===== config.mk =====
export PLATFORM = sky130hd
export DESIGN_NAME = i2c_cmd_sequencer
export DESIGN_NICKNAME = d
export VERILOG_FILES = /design/src/rtl/i2cq_pkg.sv /design/src/rtl/i2cq_fifo.sv /design/src/rtl/i2cq_step_unit.sv /design/src/rtl/i2cq_engine.sv /design/src/rtl/i2c_cmd_sequencer.sv
export SDC_FILE = /design/constraint.sdc
export NUM_CORES = 2
export LEC_CHECK = 0
export BUFFER_PORTS_ARGS = -buffer_cell sky130_fd_sc_hd__buf_4
export CORE_MARGIN = 5
export CORE_UTILIZATION = 63
export DETAILED_ROUTE_END_ITERATION = 10
export GPL_TIMING_DRIVEN = 0
export PLACE_DENSITY = 0.79
export SYNTH_ARGS = -nofsm -noshare
export SYNTH_HDL_FRONTEND = slang
export SYNTH_SLANG_ARGS = --single-unit
export TNS_END_PERCENT = 100

===== constraint.sdc =====
create_clock -name clk -period 4.4 [get_ports clk]
set_clock_uncertainty 0.2 [all_clocks]
set_input_delay 0.44 -clock clk [delete_from_list [all_inputs] [get_ports clk]]
set_output_delay 0.44 -clock clk [all_outputs]
set_load 0.1 [all_outputs]

===== src/rtl/i2cq_pkg.sv =====
package i2cq_pkg;
  localparam int unsigned CMD_W    = 21;
  localparam int unsigned FLG_BASE = 16;
  localparam int unsigned ENT_W    = 14;
  localparam int unsigned RSP_W    = 9;
  // compressed entry layout held in the command FIFO
  localparam int unsigned E_ACK    = 8;
  localparam int unsigned E_START  = 9;
  localparam int unsigned E_DATA   = 10;
  localparam int unsigned E_STOP   = 11;
  localparam int unsigned E_IDLE   = 12;
  localparam int unsigned E_ABORT  = 13;

  typedef enum logic [2:0] {
    ENG_IDLE  = 3'd0,
    ENG_RUN   = 3'd1,
    ENG_START = 3'd2,
    ENG_DATA  = 3'd3,
    ENG_STOP  = 3'd4
  } eng_state_e;

  typedef enum logic [1:0] {
    STEP_START = 2'd0,
    STEP_DATA  = 2'd1,
    STEP_STOP  = 2'd2
  } step_kind_e;

  function automatic int unsigned qtr_ticks(int unsigned sys_hz, int unsigned bus_hz);
    int unsigned q;
    q = sys_hz / (4 * bus_hz);
    return (q < 1) ? 1 : q;
  endfunction

  function automatic logic [RSP_W-1:0] rsp_pack(logic [7:0] byte_v, logic ack_v);
    return {ack_v, byte_v};
  endfunction

  // SDA pull-low level during the setup quarter of a step
  function automatic logic setup_low(step_kind_e k, logic bit_v);
    case (k)
      STEP_START: return 1'b0;
      STEP_STOP:  return 1'b1;
      default:    return ~bit_v;
    endcase
  endfunction
endpackage


===== src/rtl/i2cq_fifo.sv =====
module i2cq_fifo #(
  parameter int unsigned W     = 8,
  parameter int unsigned DEPTH = 128
) (
  input  logic                       clk,
  input  logic                       rst_n,
  input  logic                       clr,
  input  logic                       push,
  input  logic [W-1:0]               push_data,
  input  logic                       pop,
  output logic [W-1:0]               head,
  output logic [$clog2(DEPTH):0]     count,
  output logic                       full,
  output logic                       empty
);
  localparam int unsigned AW = $clog2(DEPTH);
  localparam int unsigned CW = AW + 1;

  logic [W-1:0]  mem [DEPTH];
  logic [AW-1:0] wr_ptr, rd_ptr;
  logic          do_push, do_pop;

  assign full    = (count == CW'(DEPTH));
  assign empty   = (count == '0);
  assign do_push = push && !full;
  assign do_pop  = pop && !empty;
  assign head    = mem[rd_ptr];

  always_ff @(posedge clk or negedge rst_n) begin
    if (!rst_n) begin
      wr_ptr <= '0;
      rd_ptr <= '0;
      count  <= '0;
    end else if (clr) begin
      wr_ptr <= '0;
      rd_ptr <= '0;
      count  <= '0;
    end else begin
      if (do_push) wr_ptr <= wr_ptr + AW'(1);
      if (do_pop)  rd_ptr <= rd_ptr + AW'(1);
      count <= count + CW'(do_push) - CW'(do_pop);
    end
  end

  always_ff @(posedge clk) begin
    if (do_push && !clr) mem[wr_ptr] <= push_data;
  end
endmodule


===== src/rtl/i2cq_step_unit.sv =====
module i2cq_step_unit
  import i2cq_pkg::*;
#(
  parameter int unsigned QTR = 62
) (
  input  logic             clk,
  input  logic             rst_n,
  input  logic             go,
  input  step_kind_e       kind,
  input  logic [8:0]       tx9,
  input  logic             sda_i,
  output logic             done,
  output logic [8:0]       rx9,
  output logic             scl_low,
  output logic             sda_low,
  output logic             cond_edge
);
  localparam int unsigned TW = $clog2(QTR + 1);

  logic          busy;
  logic [TW-1:0] tcnt;
  logic [1:0]    phase;
  logic [3:0]    bitn;
  logic [8:0]    txs;
  step_kind_e    kind_q;
  logic          tick;

  assign tick = busy && (tcnt == TW'(QTR - 1));

  // quarters: 0 SCL low/hold SDA, 1 SCL low/setup SDA, 2 SCL high, 3 SCL high/final SDA
  always_ff @(posedge clk or negedge rst_n) begin
    if (!rst_n) begin
      busy      <= 1'b0;
      tcnt      <= '0;
      phase     <= 2'd0;
      bitn      <= 4'd0;
      txs       <= '0;
      rx9       <= '0;
      kind_q    <= STEP_START;
      scl_low   <= 1'b0;
      sda_low   <= 1'b0;
      cond_edge <= 1'b0;
      done      <= 1'b0;
    end else begin
      done      <= 1'b0;
      cond_edge <= 1'b0;
      if (go && !busy) begin
        busy    <= 1'b1;
        tcnt    <= '0;
        phase   <= 2'd0;
        bitn    <= 4'd0;
        txs     <= tx9;
        kind_q  <= kind;
        scl_low <= 1'b1;
      end else if (busy) begin
        tcnt <= tick ? '0 : tcnt + TW'(1);
        if (tick) begin
          case (phase)
            2'd0: begin
              phase   <= 2'd1;
              sda_low <= setup_low(kind_q, txs[8]);
            end
            2'd1: begin
              phase   <= 2'd2;
              scl_low <= 1'b0;
            end
            2'd2: begin
              phase <= 2'd3;
              if (kind_q == STEP_DATA) begin
                rx9 <= {rx9[7:0], sda_i};
              end else begin
                sda_low   <= (kind_q == STEP_START);
                cond_edge <= 1'b1;
              end
            end
            default: begin
              phase <= 2'd0;
              if (kind_q == STEP_DATA && bitn != 4'd8) begin
                bitn    <= bitn + 4'd1;
                txs     <= {txs[7:0], 1'b0};
                scl_low <= 1'b1;
              end else begin
                busy <= 1'b0;
                done <= 1'b1;
              end
            end
          endcase
        end
      end
    end
  end
endmodule


===== src/rtl/i2cq_engine.sv =====
module i2cq_engine
  import i2cq_pkg::*;
(
  input  logic              clk,
  input  logic              rst_n,
  input  logic              go,
  input  logic [ENT_W-1:0]  cmd_head,
  input  logic              cmd_empty,
  input  logic              rsp_full,
  input  logic              step_done,
  input  logic [8:0]        rx9,
  output logic              cmd_pop,
  output logic              rsp_push,
  output logic [RSP_W-1:0]  rsp_data,
  output logic              step_go,
  output step_kind_e        step_kind,
  output logic [8:0]        step_tx,
  output logic              abort_hit,
  output eng_state_e        state
);
  logic [3:0] pend;   // 0 start, 1 byte, 2 stop, 3 idle
  logic       abort_q;
  logic [8:0] tx_q;

  always_comb begin
    cmd_pop   = (state == ENG_RUN) && (pend == 4'd0) && !cmd_empty && !rsp_full;
    step_go   = (state == ENG_RUN) && (|pend[2:0]);
    step_kind = pend[0] ? STEP_START : (pend[1] ? STEP_DATA : STEP_STOP);
    step_tx   = tx_q;
    rsp_push  = (state == ENG_DATA) && step_done;
    rsp_data  = rsp_pack(rx9[8:1], rx9[0]);
    abort_hit = rsp_push && abort_q && rx9[0];
  end

  always_ff @(posedge clk or negedge rst_n) begin
    if (!rst_n) begin
      state   <= ENG_IDLE;
      pend    <= 4'd0;
      abort_q <= 1'b0;
      tx_q    <= '0;
    end else begin
      case (state)
        ENG_IDLE: if (go) state <= ENG_RUN;
        ENG_RUN: begin
          if (cmd_pop) begin
            pend    <= {cmd_head[E_IDLE], cmd_head[E_STOP], cmd_head[E_DATA], cmd_head[E_START]};
            abort_q <= cmd_head[E_ABORT];
            tx_q    <= {cmd_head[7:0], cmd_head[E_ACK]};
          end else if (pend[0]) begin
            state <= ENG_START;
          end else if (pend[1]) begin
            state <= ENG_DATA;
          end else if (pend[2]) begin
            state <= ENG_STOP;
          end else if (pend[3]) begin
            pend  <= 4'd0;
            state <= ENG_IDLE;
          end
        end
        ENG_START: if (step_done) begin
          pend[0] <= 1'b0;
          state   <= ENG_RUN;
        end
        ENG_DATA: if (step_done) begin
          if (abort_hit) begin
            pend  <= 4'd0;
            state <= ENG_IDLE;
          end else begin
            pend[1] <= 1'b0;
            state   <= ENG_RUN;
          end
        end
        ENG_STOP: if (step_done) begin
          pend[2] <= 1'b0;
          state   <= ENG_RUN;
        end
        default: state <= ENG_IDLE;
      endcase
    end
  end
endmodule


===== src/rtl/i2c_cmd_sequencer.sv =====
module i2c_cmd_sequencer
  import i2cq_pkg::*;
#(
  parameter int unsigned SYS_HZ     = 100_000_000,
  parameter int unsigned BUS_HZ     = 400_000,
  parameter int unsigned FIFO_DEPTH = 128,
  localparam int unsigned CW        = $clog2(FIFO_DEPTH) + 1
) (
  input  logic              clk,
  input  logic              rst_n,
  input  logic              cmd_wr_en,
  input  logic [CMD_W-1:0]  cmd_wr_data,
  input  logic              rsp_rd_en,
  output logic [RSP_W-1:0]  rsp_rd_data,
  input  logic              go,
  input  logic              clr_fifos,
  output logic [CW-1:0]     cmd_depth,
  output logic [CW-1:0]     cmd_count,
  output logic [CW-1:0]     rsp_depth,
  output logic [CW-1:0]     rsp_count,
  output logic [2:0]        eng_state,
  output logic              scl_o,
  output logic              scl_oe,
  output logic              sda_o,
  output logic              sda_oe,
  input  logic              sda_i
);
  localparam int unsigned QTR = qtr_ticks(SYS_HZ, BUS_HZ);

  logic [ENT_W-1:0] cmd_ent, cmd_head;
  logic             cmd_full, cmd_empty, cmd_pop;
  logic             rsp_full, rsp_empty, rsp_push;
  logic [RSP_W-1:0] rsp_data;
  logic             step_go, step_done, abort_hit, cond_edge;
  step_kind_e       step_kind;
  logic [8:0]       step_tx, rx9;
  eng_state_e       state;
  logic             reserved_unused;

  // bits 15:9 of a command carry nothing; only 14 bits are stored
  assign cmd_ent         = {cmd_wr_data[CMD_W-1:FLG_BASE], cmd_wr_data[8:0]};
  assign reserved_unused = ^{cmd_wr_data[FLG_BASE-1:9], cmd_full, rsp_empty};

  assign cmd_depth = CW'(FIFO_DEPTH);
  assign rsp_depth = CW'(FIFO_DEPTH);
  assign eng_state = state;
  assign scl_o     = 1'b0;
  assign sda_o     = 1'b0;

  i2cq_fifo #(.W(ENT_W), .DEPTH(FIFO_DEPTH)) cmd_fifo_i (
    .clk(clk), .rst_n(rst_n), .clr(clr_fifos),
    .push(cmd_wr_en), .push_data(cmd_ent), .pop(cmd_pop),
    .head(cmd_head), .count(cmd_count), .full(cmd_full), .empty(cmd_empty)
  );

  i2cq_fifo #(.W(RSP_W), .DEPTH(FIFO_DEPTH)) rsp_fifo_i (
    .clk(clk), .rst_n(rst_n), .clr(clr_fifos),
    .push(rsp_push), .push_data(rsp_data), .pop(rsp_rd_en),
    .head(rsp_rd_data), .count(rsp_count), .full(rsp_full), .empty(rsp_empty)
  );

  i2cq_engine engine_i (
    .clk(clk), .rst_n(rst_n), .go(go),
    .cmd_head(cmd_head), .cmd_empty(cmd_empty), .rsp_full(rsp_full),
    .step_done(step_done), .rx9(rx9),
    .cmd_pop(cmd_pop), .rsp_push(rsp_push), .rsp_data(rsp_data),
    .step_go(step_go), .step_kind(step_kind), .step_tx(step_tx),
    .abort_hit(abort_hit), .state(state)
  );

  i2cq_step_unit #(.QTR(QTR)) step_i (
    .clk(clk), .rst_n(rst_n), .go(step_go), .kind(step_kind),
    .tx9(step_tx), .sda_i(sda_i), .done(step_done), .rx9(rx9),
    .scl_low(scl_oe), .sda_low(sda_oe), .cond_edge(cond_edge)
  );
endmodule


==> qor.csv <==
stage,metric,value,unit
floorplanning,core area,187000,µm²
sta,Final setup viols,23,
detailed_routing,Vias,65500,
sta,RSZ-0062 raised after global routing,yes,
sta,WHS,101,ps
finish,FF+latch area,90900,µm²
clock_tree,cts bufs inserted,304,
critical_path,Setup Crit Path Kind,register to register,
sta,fin crit period,4880,ps
status,failing checks,"capacitance limit, slew limit, setup timing",
power,Static Leak,42.5,nW
power,Switching Share,0.267,
clock_tree,CTS tree,yes,
synthesis,largest area contributor in the netlist,edfxtp_1,
placed_design,DP Cell Count,8111,
finish,fill cell count,9772,
power,NetSw,18.8,mW
floorplanning,I/O pin total,76,
run,max cap viols,2,
sta,Final WS setup,-476,ps
grt,initial antenna violation count,17,
power,combinational share of power,0.182,
sta,Slew Limit Fails,140,
placed_design,Placer Congestion,0.968,
synthesis,Synth Instances,5464,
placed_design,hpwl dp,207,mm
power,VDD IR max,0.535,mV
detailed_routing,drt pass-1 iters,9,
grt,largest net degree at the start of global routing,129,
status,status,finished with violations,
sta,Final period util,1.11,
floorplanning,die height,443,µm
finish,Post-Layout Cell Count,8721,
synthesis,Synthesis Warnings,0,
synthesis,cell with the most instances after synthesis,edfxtp_1,
synthesis,Post-synth ARST share,0.0319,
clock_tree,# H-tree levels,5,
detailed_routing,WL per Instance,41.9,µm
floorplanning,Die ar.,197000,µm²
floorplanning,# rows,159,
clock_tree,"CTS clk-pin slew, worst paths",60,ps
placed_design,Post-Place Worst Slack,-1290,ps
min_path,Tightest Hold Check Type,primary input to register,
synthesis,commonest cells in the netlist,"edfxtp_1 (2944), mux4_2 (773), nor2_1 (349), clkbuf_1 (145), mux2i_1 (144)",
grt,first-pass GRT wire length,496,mm
finish,layout cell share with drive strength beyond 1,0.299,
clock_tree,worst skew pair latency,950,ps
floorplanning,die width,443,µm
synthesis,Unique masters post-synth,68,
sta,setup TNS,-3650,ps
sta,fmax,205,MHz
power,pwr/cell area,518,nW/µm²
synthesis,Synth area leaders,"edfxtp_1 (75%), mux4_2 (15%), dfrtp_1 (2.1%), mux2i_1 (1.2%), nor2_1 (1.1%)",
detailed_routing,DRT Wirelength,366,mm
detailed_routing,post-route ant nets,0,
synthesis,"Top FF cell, synth",edfxtp_1,
power,sequential share of power,0.455,
grt,vias in the first global route,65400,
critical_path,Critical Path Source Type,register,
grt,global route overflow,0,
synthesis,number of synthesized flops with an enable pin,2944,
finish,Syn-to-layout area delta,14.7,%
placed_design,port bufs,50,
synthesis,syn_area_per_cell,21.7,µm²
critical_path,endpoint class of the critical path,register,
detailed_routing,drt drc,0,
sta,final hold vios,0,
finish,Final #Nets,6063,
power,total chip power,70.4,mW
sta,Worst Tran Pin Value,1590,ps
critical_path,Crit Path Max Fanout,10,
detailed_routing,Iter 0 DRT Violations,11800,
detailed_routing,drt via density,7.51,
grt,Total GRT Usage,0.362,
power,Internal Dissipation,51.6,mW
clock_tree,Clock Path Buffers,4,
critical_path,WP data arrival,5390,ps
synthesis,post-synth top area share,0.747,
finish,Multi-input gate area,26700,µm²
synthesis,register area share after synthesis,0.768,
clock_tree,clock sinks,3041,
critical_path,critical path required time,4920,ps
synthesis,flop and latch count out of synthesis,3041,
floorplanning,starting density of the core,0.632,
sta,slew margin rel.,-0.0603,
power,clock power share,0.363,
clock_tree,CTS root buffer,clkbuf_16,
synthesis,Netlist Area Pre-Place,118000,µm²
[final cells by class]
type / instances / share of cell area
tap: 2495 / 0.0230
antenna: 8 / 0.000147
timing repair buffer: 215 / 0.0228
clock buffer: 374 / 0.0590
sequential: 3041 / 0.669
clock inverter: 153 / 0.0104
inverter: 31 / 0.000857
multi-input combinational: 2081 / 0.197
buffer: 323 / 0.0180
[registers in the layout, indices dropped and copies added, names as in the netlist, 2 cells and up]
signal	flops
cmd_fifo_i.wr_ptr	7
step_i.phase	2
engine_i.state	3
step_i.rx9	9
rsp_fifo_i.count	8
step_i.tcnt	6
rsp_fifo_i.rd_ptr	7
cmd_fifo_i.count	8
engine_i.pend	4
step_i.txs	9
cmd_fifo_i.mem	1792
step_i.kind_q	2
step_i.bitn	4
cmd_fifo_i.rd_ptr	7
rsp_fifo_i.mem	1152
rsp_fifo_i.wr_ptr	7
engine_i.step_tx	9
[path summary, 6_finish.rpt]
check | start | to | slack [ps] | cells past startpoint
max in group asynchronous | rst_n | rsp_fifo_i.rd_ptr[0]$_DFFE_PN0P_ | 2990 | 4
min reg2reg | engine_i.step_tx[1]$_DFFE_PN0P_ | step_i.txs[1]$_DFFE_PN0P_ | 340 | 2
max reg2reg | cmd_fifo_i.rd_ptr[3]$_DFFE_PN0P_ | engine_i.pend[3]$_DFFE_PN0P_ | -480 | 8
min in group asynchronous | rst_n | rsp_fifo_i.count[6]$_DFF_PN0_ | 280 | 3
min | cmd_wr_data[7] | cmd_fifo_i.mem[39][7]$_DFFE_PP_ | 100 | 1
max | cmd_fifo_i.rd_ptr[3]$_DFFE_PN0P_ | engine_i.pend[3]$_DFFE_PN0P_ | -480 | 8
[logic make-up (layout without fill, tap and decap cells)]
family	count (synthesis)	count (layout)	synth area share
flops	3041	3041	0.768
compound gates	415	415	0.0250
xor+xnor	38	38	0.00281
buf+inv	358	1096	0.0158
mux	927	927	0.160
other cells	2	26	0.0000635
fa+ha+maj	38	38	0.00414
simple gates	645	645	0.0244
[what timing repair did]
action / in CTS / in global routing
cloned: 6 / 4
hold buffers: 5 / 10
setup endpoints to repair: 1839 / 1284
endpoints found under the hold margin: 105 / 479
pin swaps: 16 / 20
setup buffers: 15 / 30
gates resized for setup: 309 / 164
[critical path, stage by stage (launching register included)]
cell      delay [ps]
dfrtp_1          380
buf_2            350
nor2b_1          800
clkbuf_2         540
clkbuf_2         670
a22oi_1          330
a211oi_4         630
nor4_1           180
nor3_1           550
[layout by cell type, fill, tap and decap left out, types with 27 or more instances in the layout]
cell	n
clkinv_1	67
clkinv_2	44
nor2_1	183
buf_12	31
mux2i_1	138
buf_2	38
nor2_2	134
buf_4	122
nand3_1	31
clkbuf_1	150
inv_1	31
a211oi_1	37
a21oi_1	103
clkbuf_2	37
nand2_1	123
mux4_2	773
clkbuf_16	313
nor2_4	32
a22oi_1	63
nand4_1	27
buf_16	42
bufinv_16	27
dfrtp_1	87
edfxtp_1	2944
buf_6	54
buf_8	67
ha_1	36
nor2b_1	32
[through the flow]
step | cell area (µm²) | utilization
final | 136000 | 0.724
after global routing | 136000 | 0.724
after CTS | 134000 | 0.718
after detailed placement | 124000 | 0.660
after global placement | 122000 | 0.650
after floorplan | 118000 | -
[layer usage]
layer	up-vias	GRT usage	share of wire
li1	23900	-	-
met1	32800	0.434	0.29
met2	6786	0.561	0.47
met3	1952	0.114	0.14
met4	22	0.261	0.10
met5	-	0.00562	0.0011
[power by group through the flow]
stage | Sequential (mW) | Clock (mW) | Combinational, mW
after floorplan | 33.1 | 0 | 7.22
after global placement | 32.6 | 0 | 11.0
after detailed placement | 32.6 | 0 | 11.2
after CTS | 32.0 | 25.3 | 12.0
after global routing | 32.1 | 26.8 | 13.1
final | 32.1 | 25.5 | 12.8
Note: power is estimated with default switching activity, not from simulation.
